===== config.mk =====
export PLATFORM = sky130hd
export DESIGN_NAME = trace_msg_capture
export DESIGN_NICKNAME = d
export VERILOG_FILES = /design/src/rtl/tmsg_pkg.sv /design/src/rtl/tmsg_be_encoder.sv /design/src/rtl/tmsg_fifo.sv /design/src/rtl/tmsg_capture_fsm.sv /design/src/rtl/trace_msg_capture.sv
export SDC_FILE = /design/constraint.sdc
export NUM_CORES = 1
export LEC_CHECK = 0
export ABC_AREA = 1
export CORE_MARGIN = 5
export CORE_UTILIZATION = 53
export DETAILED_ROUTE_END_ITERATION = 7
export PLACE_DENSITY = 0.82
export SLEW_MARGIN = 25
export SYNTH_ARGS = -nofsm -noshare
export SYNTH_HDL_FRONTEND = slang
export SYNTH_SLANG_ARGS = --single-unit

===== constraint.sdc =====
create_clock -name clk -period 3.4 [get_ports clk]
set_input_delay 0.51 -clock clk [delete_from_list [all_inputs] [get_ports clk]]
set_output_delay 0.51 -clock clk [all_outputs]
set_load 0.03 [all_outputs]

===== src/rtl/tmsg_pkg.sv =====
`timescale 1ns/1ps
package tmsg_pkg;
    localparam int CHAN_W = 8;
    localparam int DATA_W = 32;
    localparam int SIZE_W = 2;
    localparam int BE_W   = DATA_W / 8;

    localparam logic [SIZE_W-1:0] SZ_ONE  = 2'd0;
    localparam logic [SIZE_W-1:0] SZ_TWO  = 2'd1;
    localparam logic [SIZE_W-1:0] SZ_FOUR = 2'd3;

    typedef struct packed {
        logic              eom;
        logic              cpu;
        logic [CHAN_W-1:0] chan;
        logic [SIZE_W-1:0] size;
        logic [DATA_W-1:0] data;
        logic              comp;
    } tmsg_t;

    typedef enum logic [1:0] {
        CAP_OFF    = 2'd0,
        CAP_FRESH  = 2'd1,
        CAP_LINKED = 2'd2
    } cap_state_e;
endpackage


===== src/rtl/tmsg_be_encoder.sv =====
`timescale 1ns/1ps
module tmsg_be_encoder
    import tmsg_pkg::*;
#(
    parameter int LANES = BE_W
) (
    input  logic [LANES-1:0]  be,
    output logic              any_lane,
    output logic [SIZE_W-1:0] size
);
    localparam int IDX_W = (LANES > 1) ? $clog2(LANES) : 1;

    logic [IDX_W-1:0] top_lane;

    always_comb begin
        top_lane = '0;
        for (int i = 0; i < LANES; i++) begin
            if (be[i]) top_lane = IDX_W'(i);
        end
    end

    always_comb begin
        any_lane = |be;
        if (top_lane == IDX_W'(0))      size = SZ_ONE;
        else if (top_lane == IDX_W'(1)) size = SZ_TWO;
        else                            size = SZ_FOUR;
    end

    always_comb begin
        if (any_lane) begin
            assert (size != 2'd2) else $error("AST_SIZE_CODE_LEGAL");
        end
    end
endmodule


===== src/rtl/tmsg_fifo.sv =====
`timescale 1ns/1ps
module tmsg_fifo #(
    parameter int DEPTH = 8,
    parameter int W     = 45
) (
    input  logic                         clk,
    input  logic                         rst_n,
    input  logic                         in_valid,
    output logic                         in_ready,
    input  logic [W-1:0]                 in_data,
    output logic                         out_valid,
    input  logic                         out_ready,
    output logic [W-1:0]                 out_data,
    output logic [$clog2(DEPTH+1)-1:0]   level
);
    localparam int PTR_W = (DEPTH > 1) ? $clog2(DEPTH) : 1;
    localparam int CNT_W = $clog2(DEPTH + 1);
    localparam logic [PTR_W-1:0] LAST = PTR_W'(DEPTH - 1);
    localparam logic [CNT_W-1:0] FULL = CNT_W'(DEPTH);

    logic [W-1:0]     mem [DEPTH];
    logic [PTR_W-1:0] wr_ptr, rd_ptr;
    logic [CNT_W-1:0] count;
    logic             do_push, do_pop;

    assign in_ready  = (count != FULL);
    assign out_valid = (count != '0);
    assign out_data  = mem[rd_ptr];
    assign level     = count;
    assign do_push   = in_valid && in_ready;
    assign do_pop    = out_valid && out_ready;

    always_ff @(posedge clk) begin
        if (do_push) mem[wr_ptr] <= in_data;
    end

    always_ff @(posedge clk or negedge rst_n) begin
        if (!rst_n) begin
            wr_ptr <= '0;
            rd_ptr <= '0;
            count  <= '0;
        end else begin
            if (do_push) wr_ptr <= (wr_ptr == LAST) ? '0 : wr_ptr + 1'b1;
            if (do_pop)  rd_ptr <= (rd_ptr == LAST) ? '0 : rd_ptr + 1'b1;
            unique case ({do_push, do_pop})
                2'b10:   count <= count + 1'b1;
                2'b01:   count <= count - 1'b1;
                default: count <= count;
            endcase
        end
    end

    AST_NO_OVERFLOW: assert property (@(posedge clk) disable iff (!rst_n)
        count <= FULL) else $error("AST_NO_OVERFLOW");

    AST_HEAD_HELD: assert property (@(posedge clk) disable iff (!rst_n)
        (out_valid && !out_ready) |=> (out_valid && $stable(out_data)))
        else $error("AST_HEAD_HELD");
endmodule


===== src/rtl/tmsg_capture_fsm.sv =====
`timescale 1ns/1ps
module tmsg_capture_fsm
    import tmsg_pkg::*;
(
    input  logic              clk,
    input  logic              rst_n,
    input  logic              enable,
    input  logic              push_fire,
    input  logic [CHAN_W-1:0] chan,
    output logic              comp
);
    cap_state_e        state, state_nx;
    logic [CHAN_W-1:0] last_chan;

    always_ff @(posedge clk or negedge rst_n) begin
        if (!rst_n) state <= CAP_OFF;
        else        state <= state_nx;
    end

    always_ff @(posedge clk or negedge rst_n) begin
        if (!rst_n)         last_chan <= '0;
        else if (push_fire) last_chan <= chan;
    end

    always_comb begin
        state_nx = state;
        unique case (state)
            CAP_OFF: begin
                if (enable) state_nx = push_fire ? CAP_LINKED : CAP_FRESH;
            end
            CAP_FRESH: begin
                if (!enable)        state_nx = CAP_OFF;
                else if (push_fire) state_nx = CAP_LINKED;
            end
            CAP_LINKED: begin
                if (!enable) state_nx = CAP_OFF;
            end
            default: state_nx = CAP_OFF;
        endcase
    end

    always_comb begin
        comp = 1'b0;
        unique case (state)
            CAP_LINKED: comp = (chan == last_chan);
            default:    comp = 1'b0;
        endcase
    end

    AST_FIRST_AFTER_OFF: assert property (@(posedge clk) disable iff (!rst_n)
        ($past(!enable) && push_fire) |-> !comp)
        else $error("AST_FIRST_AFTER_OFF");

    AST_NO_PUSH_WHEN_OFF: assert property (@(posedge clk) disable iff (!rst_n)
        !enable |-> !push_fire) else $error("AST_NO_PUSH_WHEN_OFF");
endmodule


===== src/rtl/trace_msg_capture.sv =====
`timescale 1ns/1ps
module trace_msg_capture
    import tmsg_pkg::*;
#(
    parameter int              DEPTH    = 8,
    parameter int              ADDR_W   = 16,
    parameter logic [15:0]     WIN_BASE = 16'h4000
) (
    input  logic                clk,
    input  logic                rst_n,
    input  logic                enable,
    input  logic                wr_valid,
    output logic                wr_ready,
    input  logic [ADDR_W-1:0]   wr_addr,
    input  logic [BE_W-1:0]     wr_be,
    input  logic [DATA_W-1:0]   wr_data,
    input  logic                wr_cpu,
    input  logic                wr_eom,
    output logic                msg_valid,
    input  logic                msg_ready,
    output logic                msg_eom,
    output logic                msg_cpu,
    output logic [CHAN_W-1:0]   msg_chan,
    output logic [SIZE_W-1:0]   msg_size,
    output logic [DATA_W-1:0]   msg_data,
    output logic                msg_comp,
    input  logic                ser_busy,
    output logic                fifo_empty
);
    localparam int CH_LSB  = $clog2(BE_W);
    localparam int WIN_LSB = CH_LSB + CHAN_W;
    localparam int CNT_W   = $clog2(DEPTH + 1);
    localparam int ENT_W   = $bits(tmsg_t);

    logic              in_window, any_lane, wants_msg, push_fire, comp;
    logic              q_in_ready;
    logic [CHAN_W-1:0] chan;
    logic [SIZE_W-1:0] size;
    logic [CNT_W-1:0]  level;
    tmsg_t             entry_in, entry_out;
    logic [ENT_W-1:0]  head_bits;

    assign in_window = (wr_addr[ADDR_W-1:WIN_LSB] == WIN_BASE[ADDR_W-1:WIN_LSB])
                    && (wr_addr[CH_LSB-1:0] == '0);
    assign chan      = wr_addr[WIN_LSB-1:CH_LSB];
    assign wants_msg = enable && in_window && any_lane;
    assign wr_ready  = !wants_msg || q_in_ready;
    assign push_fire = wr_valid && wants_msg && q_in_ready;

    tmsg_be_encoder #(.LANES(BE_W)) u_enc (
        .be       (wr_be),
        .any_lane (any_lane),
        .size     (size)
    );

    tmsg_capture_fsm u_fsm (
        .clk       (clk),
        .rst_n     (rst_n),
        .enable    (enable),
        .push_fire (push_fire),
        .chan      (chan),
        .comp      (comp)
    );

    always_comb begin
        entry_in.eom  = wr_eom;
        entry_in.cpu  = wr_cpu;
        entry_in.chan = chan;
        entry_in.size = size;
        entry_in.data = wr_data;
        entry_in.comp = comp;
    end

    tmsg_fifo #(.DEPTH(DEPTH), .W(ENT_W)) u_q (
        .clk       (clk),
        .rst_n     (rst_n),
        .in_valid  (wr_valid && wants_msg),
        .in_ready  (q_in_ready),
        .in_data   (entry_in),
        .out_valid (msg_valid),
        .out_ready (msg_ready),
        .out_data  (head_bits),
        .level     (level)
    );

    assign entry_out  = tmsg_t'(head_bits);
    assign msg_eom    = entry_out.eom;
    assign msg_cpu    = entry_out.cpu;
    assign msg_chan   = entry_out.chan;
    assign msg_size   = entry_out.size;
    assign msg_data   = entry_out.data;
    assign msg_comp   = entry_out.comp;
    assign fifo_empty = (level == '0) && !ser_busy;

    AST_ZERO_BE_NO_MSG: assert property (@(posedge clk) disable iff (!rst_n)
        (wr_valid && wr_be == '0) |-> wr_ready)
        else $error("AST_ZERO_BE_NO_MSG");

    AST_ZERO_BE_NO_GROWTH: assert property (@(posedge clk) disable iff (!rst_n)
        (wr_valid && wr_be == '0) |=> (level <= $past(level)))
        else $error("AST_ZERO_BE_NO_GROWTH");

    AST_STALL_WHEN_FULL: assert property (@(posedge clk) disable iff (!rst_n)
        (level == CNT_W'(DEPTH) && wr_valid && wants_msg) |-> !wr_ready)
        else $error("AST_STALL_WHEN_FULL");

    AST_EMPTY_STATUS: assert property (@(posedge clk) disable iff (!rst_n)
        fifo_empty |-> (!msg_valid && !ser_busy))
        else $error("AST_EMPTY_STATUS");

    AST_OFF_ACK: assert property (@(posedge clk) disable iff (!rst_n)
        (!enable && wr_valid) |-> wr_ready)
        else $error("AST_OFF_ACK");
endmodule


==> results of run 1 <==
==> layer usage <==
| metal | vias to the layer above | GRT usage, % |
|---|---|---|
| met5 | - | 0 |
| met4 | 0 | 6.65 |
| met3 | 69 | 3.47 |
| met2 | 413 | 33.9 |
| met1 | 4811 | 26.3 |
| li1 | 4675 | - |
==> worst paths after layout <==
check | startpoint | endpoint | slack [ns] | depth (start not counted)
setup / recovery | u_q.rd_ptr[0] | msg_chan[0] | 0.31 | 8
hold / removal | rst_n | u_q.wr_ptr[0] | 0.47 | 2
setup reg to reg | u_q.level[1] | u_q.level[2] | 0.87 | 13
hold reg to reg | u_fsm.last_chan[2] | u_fsm.last_chan[2] | 0.49 | 2
max in group asynchronous | rst_n | u_q.rd_ptr[0] | 2.56 | 2
min in group clk | u_fsm.last_chan[2] | u_fsm.last_chan[2] | 0.49 | 2
==> cells by family (layout without fill, tap and decap cells) <==
group	count (synthesis)	count (layout)	share of synthesized area [%]
AOI/OAI and AO/OA	283	283	9.23
adders and majority gates	7	7	0.570
and+or+nand+nor	506	506	12.6
buffers and inverters	96	229	3.64
DFF	380	380	73.6
xor gates and xnor gates	6	6	0.342
==> stage by stage <==
stage               worst slack [ns]  TNS [ns]  std cells  hold slack, ns
detailed placement             0.200         0       1727           0.479
global placement               0.489         0       1727           0.480
finish                         0.310         0       1795           0.473
CTS                            0.324         0       1794           0.495
global route                   0.174         0       1795           0.506
floorplan                    -0.0720    -25.90       1278           0.214
==> power by group through the flow <==
stage	registers (W)	clock network, W	logic (W)
2_1_floorplan	0.00530	0	0.00370
3_3_place_gp	0.00541	0	0.00505
3_5_place_dp	0.00541	0	0.00518
4_1_cts	0.00531	0.00408	0.00523
5_1_grt	0.00533	0.00429	0.00574
6_report	0.00532	0.00403	0.00520
==> layout by cell type, fill, tap and decap left out <==
cell               n
a21oi_1            2
buf_12            12
buf_2              1
buf_4             61
bufinv_16          3
clkbuf_1          10
clkbuf_16         39
clkdlybuf4s50_1   61
clkinv_1           5
clkinv_2           7
clkinv_8           2
dfrtp_1           17
dfrtp_2            1
dfrtp_4            2
dlygate4sd3_1      1
edfxtp_1         360
ha_1               7
inv_1             24
inv_2              1
inv_4              1
inv_8              1
nand2_1          192
nand3_1           11
nand3_2            1
nand4_1            4
nor2_1           287
nor2_4             9
o21ai_0          206
o21ai_1           73
o22ai_1            2
or2_2              2
xnor2_1            3
xor2_1             3
==> sequential cells by signal (all words and copies together) (netlist names) <==
| register | count |
|---|---|
| u_q.wr_ptr | 3 |
| u_fsm.last_chan | 8 |
| u_q.mem | 360 |
| u_fsm.state | 2 |
| u_q.level | 4 |
| u_q.rd_ptr | 3 |
==> what timing repair did <==
| action | in CTS | in global routing |
|---|---|---|
| endpoints found under the hold margin | 0 | 20 |
| buffers inserted | 0 | 0 |
| hold buffers | 0 | 1 |
==> cell type report <==
cell class	instances	area [um^2]
clock inverter	18	188
timing repair buffer	136	1320
tap	384	480
fill	2102	10700
multi-input combinational	802	3560
inverter	26	100
clock buffer	49	1010
sequential	380	11300
==> impl_metrics.json, run 1 <==
{
  "outcome": "finished clean",
  "fin_nets": 1451,
  "final_core_util_pct": 62.7,
  "report.final.slew_viol_count": 0,
  "grt_setup_unrepaired": "false",
  "path_buf_inv": 2,
  "synth_top_area_cell": "edfxtp_1",
  "port_buffers": 107,
  "drcViolationCount": 0,
  "core_mm2": 0.0287,
  "tightestPinTransition_ns": 0.814,
  "synth_top_area_share_pct": 70.3,
  "drt_iter0_drc": 1077,
  "cts-buffers-inserted": 38,
  "viasPerCell": 5.55,
  "wl_per_cell_um": 18.4,
  "dr.pass1.iters": 8,
  "grt_usage_pct": 19.9,
  "grt-ovfl-total": 0,
  "yosysUniqueCellTypes": 26,
  "dieArea_mm2": 0.0325,
  "synth_edf_count": 360,
  "maxSlewHeadroom_pct": 45.8,
  "antenna_found_initial": 0,
  "die_w_um": 180,
  "finalPower_w": 0.0145,
  "swShare_pct": 36.7,
  "num_vias": 9968,
  "met2_length_um": 16500,
  "path_delay_family": "buffers and inverters",
  "cp_data_arrival_time_ns": 2.58,
  "grt_pass1_vias": 10226,
  "synth-main-ff-cell": "edfxtp_1",
  "ir_drop_mv": 0.733,
  "leakage_nw": 6.31,
  "grt_max_degree": 182,
  "crit_chain": "buf_12 > nor2_1 > nor2_1 > o21ai_1 > o21ai_1 > nand2_1 > nand2_1 > buf_4",
  "detail-route-antenna-nets": 0,
  "power.net_switching_w": 0.00534,
  "worst_setup_path_end_kind": "output pin",
  "clkTransAtPathRegs_ns": 0.06,
  "cts_tree": "yes",
  "ctsResizeCount": 0,
  "die_h_um": 180,
  "clkPwrFrac_pct": 27.7,
  "maxCapViolCount": 0,
  "synth_fp_nets": 1345,
  "hold_violations": 0,
  "synth-async-reset-ratio_pct": 5.26,
  "worstSkewPairLatency_ns": 0.53,
  "fin_crit_ns": 3.09,
  "ys_warn_count": 0,
  "synth.avg_cell_area_um2": 12.0,
  "fmax_mhz": 324,
  "cts_buffer_depth": 3,
  "yosysSeqAreaShare_pct": 73.6,
  "grt_pass1_wl_um": 52900,
  "criticalPathCategory": "reg2out",
  "worstPathRequired_ns": 2.89,
  "antenna_cells": 0,
  "root_buffer": "clkbuf_16",
  "post-dp-hpwl_um": 18900,
  "crit_fanout": 181,
  "startpoint_type": "flip-flop",
  "wl_met3_um": 2260,
  "synth_common_cells": "360 x edfxtp_1, 295 x nor2_1, 206 x o21ai_0, 192 x nand2_1, 73 x o21ai_1",
  "area_growth_pct": 17.0,
  "skew_ns": 0.0177,
  "finalSetupViolCount": 0,
  "fp-row-count": 62,
  "syn_inst": 1278,
  "power_density_mw_per_mm2": 809,
  "intPower_w": 0.00921,
  "h-tree-depth": 2,
  "finalInstanceArea_mm2": 0.0180,
  "routabilityCongestion": 0.779,
  "worst_path_max_delay_cell": "buf_12",
  "synth-seq-cells": 380,
  "met1_length_um": 13400,
  "hold_class": "in2async",
  "netlist_top_cells_area": "edfxtp_1 70%, nor2_1 7.2%, o21ai_0 6.7%, nand2_1 4.7%, dfrtp_1 3.3%",
  "comb_power_share_pct": 35.7,
  "drive_above_1_share_pct": 10.1,
  "cp_slowest_stage_delay_ns": 0.50,
  "dpl-instance-area_mm2": 0.0168,
  "initial_core_util_pct": 53.6,
  "netlist_area_mm2": 0.0154,
  "yosysMostFrequentCell": "edfxtp_1",
  "top_layer": "met4",
  "period_share_pct": 90.9,
  "seq_power_share_pct": 36.6,
  "routed_wl_um": 33100,
  "num_io_pins": 108,
  "cts.sinks": 380
}
(Power assumes the default switching activity.)
==> run 2, diff against run 1 <==
- CORE_ASPECT_RATIO: default -> 0.8
==> impl_metrics.json, run 2 (same netlist as run 1, synthesis figures left out) <==
{
  "outcome": "finished clean",
  "tightestPinTransition_ns": 0.780,
  "area_growth_pct": 16.3,
  "period_share_pct": 90.2,
  "cts_tree": "yes",
  "detail-route-antenna-nets": 0,
  "antenna_cells": 0,
  "maxCapViolCount": 0,
  "die_h_um": 162,
  "power_density_mw_per_mm2": 804,
  "fin_nets": 1445,
  "worst_setup_path_end_kind": "output pin",
  "grt_pass1_wl_um": 51700,
  "root_buffer": "clkbuf_16",
  "cp_data_arrival_time_ns": 2.56,
  "antenna_found_initial": 0,
  "drive_above_1_share_pct": 9.40,
  "clkTransAtPathRegs_ns": 0.06,
  "port_buffers": 107,
  "num_io_pins": 108,
  "fin_ws_ns": 0.334,
  "cp_slowest_stage_delay_ns": 0.50,
  "post-dp-hpwl_um": 18400,
  "maxSlewHeadroom_pct": 48.0,
  "cts_buffer_depth": 3,
  "ctsResizeCount": 0,
  "multi_input_area_mm2": 0.00356,
  "dpl-instance-area_mm2": 0.0168,
  "top_register": "u_q.mem",
  "worstPathRequired_ns": 2.89,
  "crit_fanout": 66,
  "worst_path_max_delay_cell": "dfrtp_4",
  "leakage_nw": 6.25,
  "dieArea_mm2": 0.0325,
  "drcViolationCount": 0,
  "fin_crit_ns": 3.07,
  "fmax_mhz": 326,
  "criticalPathCategory": "reg2out",
  "wl_per_cell_um": 18.6,
  "path_buf_inv": 3,
  "largest_register_ffs": 360,
  "num_vias": 9891,
  "ir_drop_mv": 0.627,
  "dr.pass1.iters": 5,
  "die_w_um": 200,
  "hold_class": "in2async",
  "skew_ns": 0.0227,
  "finalSetupTns_ns": 0,
  "dp_slack_ns": 0.471,
  "crit_chain": "inv_4 > buf_4 > o21ai_0 > o21ai_1 > nand2_1 > nand2_1 > buf_4",
  "worstSkewPairLatency_ns": 0.52,
  "finalInstanceArea_mm2": 0.0179,
  "path_delay_family": "buffers and inverters",
  "hold_violations": 0,
  "grt_setup_unrepaired": "false",
  "grt_usage_pct": 19.7,
  "initial_core_util_pct": 54.1,
  "fp-row-count": 55,
  "finalPower_w": 0.0144,
  "fillCellCount": 2013,
  "viasPerCell": 5.57,
  "h-tree-depth": 2,
  "cts-buffers-inserted": 36,
  "report.final.slew_viol_count": 0,
  "fin_hold_ws_ns": 0.510,
  "grt_max_degree": 182,
  "core_mm2": 0.0284,
  "layout_common_cells": "360 x edfxtp_1, 287 x nor2_1, 206 x o21ai_0",
  "routabilityCongestion": 0.772,
  "finalSetupViolCount": 0,
  "reg.largest.list": "u_q.mem: 360 flops, u_fsm.last_chan: 8 flops, u_q.level: 4 flops",
  "layout.area.seq_mm2": 0.0113,
  "layout_commonest_cell": "edfxtp_1",
  "startpoint_type": "flip-flop",
  "grt_pass1_vias": 9730,
  "routed_wl_um": 33000,
  "drt_iter0_drc": 1057,
  "cts.sinks": 380,
  "grt-ovfl-total": 0
}
-- run 2: final cells by class --
type | instances | share of cell area (%)
flip-flops and latches | 380 | 63.3
multi-input cells | 802 | 19.9
repair buffers | 132 | 7.52
clock buffers | 44 | 5.21
well taps | 370 | 2.59
clock inverters | 21 | 0.868
inverters | 26 | 0.560
-- run 2: path summary, 6_finish.rpt --
check | from | to | slack [ns] | cells past startpoint
min in group clk | u_fsm.last_chan[7] | u_fsm.last_chan[7] | 0.51 | 2
min | rst_n | u_fsm.last_chan[1] | 0.51 | 2
max reg2reg | u_q.level[0] | u_q.level[2] | 1.05 | 13
max | u_q.rd_ptr[0] | msg_data[25] | 0.33 | 7
max in group asynchronous | rst_n | u_q.rd_ptr[1] | 2.53 | 2
min reg2reg | u_fsm.last_chan[7] | u_fsm.last_chan[7] | 0.51 | 2
-- run 2: stage by stage --
stage | util (%) | std cells
after CTS | 62.9 | 1774
final | 62.9 | 1775
after floorplan | - | 1278
after global placement | 59.0 | 1709
after global routing | 62.9 | 1775
after detailed placement | 59.0 | 1709
-- run 2: power breakdown --
group	leakage, nW	switching [W]	total, W	internal (W)
Sequential	3.45	0.000111	0.00528	0.00517
Combinational	2.26	0.00357	0.00536	0.00179
Clock	0.531	0.00163	0.00373	0.00211
-- run 2: metal layers --
metal,wire (um),vias up,share of wire (%),GRT usage [%]
met5,0,-,0,0
met4,587,0,1.8,4.85
met3,2200,56,6.7,3.69
met2,16200,360,49,33.8
met1,14000,4815,43,26.5
li1,-,4660,-,-
-- run 2: timing repair --
item | CTS | global route
endpoints found under the setup margin | 0 | 0
hold endpoints to repair | 0 | 20
hold buffers | 0 | 1
buffers inserted | 0 | 0
-- run 2: worst register-to-register path, delay by kind of cell (launching register included) --
family	cells	cell delay [ns]
AOI/OAI and AO/OA	2	0.24
and+or+nand+nor	6	0.66
buffers and inverters	2	0.28
DFF	1	0.44
adders and majority gates	2	0.44
xor gates and xnor gates	1	0.15
==> run 3, diff against run 2 <==
- CORE_UTILIZATION: 53 -> 55
- DONT_BUFFER_PORTS: default -> 1
- PLACE_DENSITY: 0.82 -> 0.79
==> impl_metrics.json, run 3 (same netlist as run 1, synthesis figures left out) <==
{
  "grt_pass1_wl_um": 50500,
  "viasPerCell": 5.68,
  "cts_setup_buffers": 0,
  "report.final.slew_viol_count": 0,
  "ctsResizeCount": 0,
  "num_vias": 9447,
  "die_h_um": 160,
  "antenna_found_initial": 0,
  "worst_setup_path_end_kind": "output pin",
  "antenna_cells": 0,
  "comb_power_share_pct": 32.8,
  "cts_hold_buffers": 1,
  "leakage_nw": 5.80,
  "wl_per_cell_um": 19.1,
  "initial_core_util_pct": 56.0,
  "cp_data_arrival_time_ns": 2.58,
  "fin_crit_ns": 3.09,
  "dr.pass1.iters": 5,
  "fin_ws_ns": 0.306,
  "layout_common_cells": "360 x edfxtp_1, 287 x nor2_1, 206 x o21ai_0",
  "drive_above_1_share_pct": 6.70,
  "hold_class": "in2reg",
  "layout_commonest_cell": "edfxtp_1",
  "crit_fanout": 181,
  "r2r_cells": 12,
  "maxSlewHeadroom_pct": 35.1,
  "cp_slowest_stage_delay_ns": 0.52,
  "grt_max_degree": 182,
  "die_w_um": 197,
  "clkTransAtPathRegs_ns": 0.06,
  "routabilityCongestion": 0.779,
  "dp.cells": 1594,
  "swShare_pct": 37.3,
  "drt_iter0_drc": 1176,
  "fin_cells": 1662,
  "grt-ovfl-total": 0,
  "routed_wl_um": 31700,
  "dieArea_mm2": 0.0314,
  "hold_violations": 0,
  "cts_tree": "yes",
  "fp-row-count": 54,
  "period_share_pct": 91.0,
  "grt_usage_pct": 20.0,
  "detail-route-antenna-nets": 0,
  "holdPathStages": 0,
  "drcViolationCount": 0,
  "seq_power_share_pct": 38.6,
  "worstPathRequired_ns": 2.89,
  "path_buf_inv": 1,
  "largest_register_ffs": 360,
  "finalSetupTns_ns": 0,
  "outcome": "finished clean",
  "skew_ns": 0.0190,
  "startpoint_type": "flip-flop",
  "grt_pass1_vias": 9325,
  "area_growth_pct": 10.4,
  "ir_drop_mv": 0.552,
  "top_register": "u_q.mem",
  "grt_setup_unrepaired": "false",
  "fmax_mhz": 323,
  "cts-buffers-inserted": 36,
  "worst_path_max_delay_cell": "buf_12",
  "num_io_pins": 108,
  "crit_chain": "buf_12 > nor2_1 > nor2_1 > o21ai_0 > o21ai_1 > nand2_1 > nand2_1",
  "clkPwrFrac_pct": 28.6,
  "worstSkewPairLatency_ns": 0.53,
  "core_mm2": 0.0274,
  "h-tree-depth": 2,
  "finalSetupViolCount": 0,
  "criticalPathCategory": "reg2out",
  "cp_num_cells": 7,
  "intPower_w": 0.00860,
  "reg.largest.list": "u_q.mem: 360 flops, u_fsm.last_chan: 8 flops, u_q.level: 4 flops",
  "fin_nets": 1337,
  "cts_buffer_depth": 3,
  "cts.sinks": 380,
  "root_buffer": "clkbuf_16",
  "maxCapViolCount": 0,
  "port_buffers": 0,
  "post-dp-hpwl_um": 17900,
  "dp_slack_ns": 0.714,
  "path_delay_family": "simple AND/OR/NAND/NOR gates",
  "tightestPinTransition_ns": 0.972,
  "power.net_switching_w": 0.00511,
  "power_density_mw_per_mm2": 808
}
run 3: cell types whose count changed in the layout (fill, tap and decap cells not counted), sizes merged:
cell and change:
clkdlybuf4s50 -61, buf -47, clkinv -6, bufinv +2, clkbuf +2, clkinvlp +2, inv +1
run 3: stage by stage:
step	utilization (%)	hold WS, ns	cell area [um^2]	total power, W
floorplan	-	0.214	15400	0.00899
global placement	57.6	0.215	15800	0.00981
detailed placement	57.6	0.215	15800	0.00989
CTS	61.9	0.0514	17000	0.0138
global route	61.9	0.0464	17000	0.0146
finish	61.9	0.0708	17000	0.0137
run 3: final timing paths:
check,startpoint,end,slack [ns]
worst max register to register,u_q.level[0],u_q.level[2],0.93
min in group asynchronous,rst_n,u_q.level[0],0.48
max in group asynchronous,rst_n,u_q.rd_ptr[0],2.57
worst min-delay path,wr_data[24],u_q.mem[2][25],0.07
worst max-delay path,u_q.rd_ptr[0],msg_chan[3],0.31
worst min register to register,u_fsm.last_chan[6],u_fsm.last_chan[6],0.51
run 3: worst reg2reg max path, stage by stage, from the launching register on:
cell	delay (ns)
dfrtp_1	0.43
nor2_1	0.16
nand3_1	0.34
nand2_1	0.25
inv_1	0.14
ha_1	0.25
nand2_1	0.10
inv_1	0.04
nor2_1	0.16
ha_1	0.18
a21oi_1	0.05
xor2_1	0.17
o21ai_0	0.14
run 3: final cells by class:
cell class                      instances  area, um^2
Fill cell                            2030       10500
Multi-Input combinational cell        802        3560
Clock buffer                           46         938
Tap cell                              364         455
Timing Repair Buffer                   24         380
Clock inverter                         20         221
Inverter                               26         100
Sequential cell                       380       11300
run 3: power by group through the flow:
stage               Combinational (W)  Clock [W]  Sequential, W
CTS                           0.00454    0.00398        0.00529
floorplan                     0.00370          0        0.00530
detailed placement            0.00450          0        0.00539
global route                  0.00504    0.00422        0.00530
finish                        0.00450    0.00393        0.00529
global placement              0.00442          0        0.00539
run 3: metal layers:
layer	track usage [%]	part of all wire (%)	vias up	wire length, um
met2	31.2	47	391	14800
met4	4.82	1.6	0	495
met1	28.7	42	4576	13300
met5	0	0	-	0
met3	5.18	9.9	41	3150
li1	-	-	4439	-
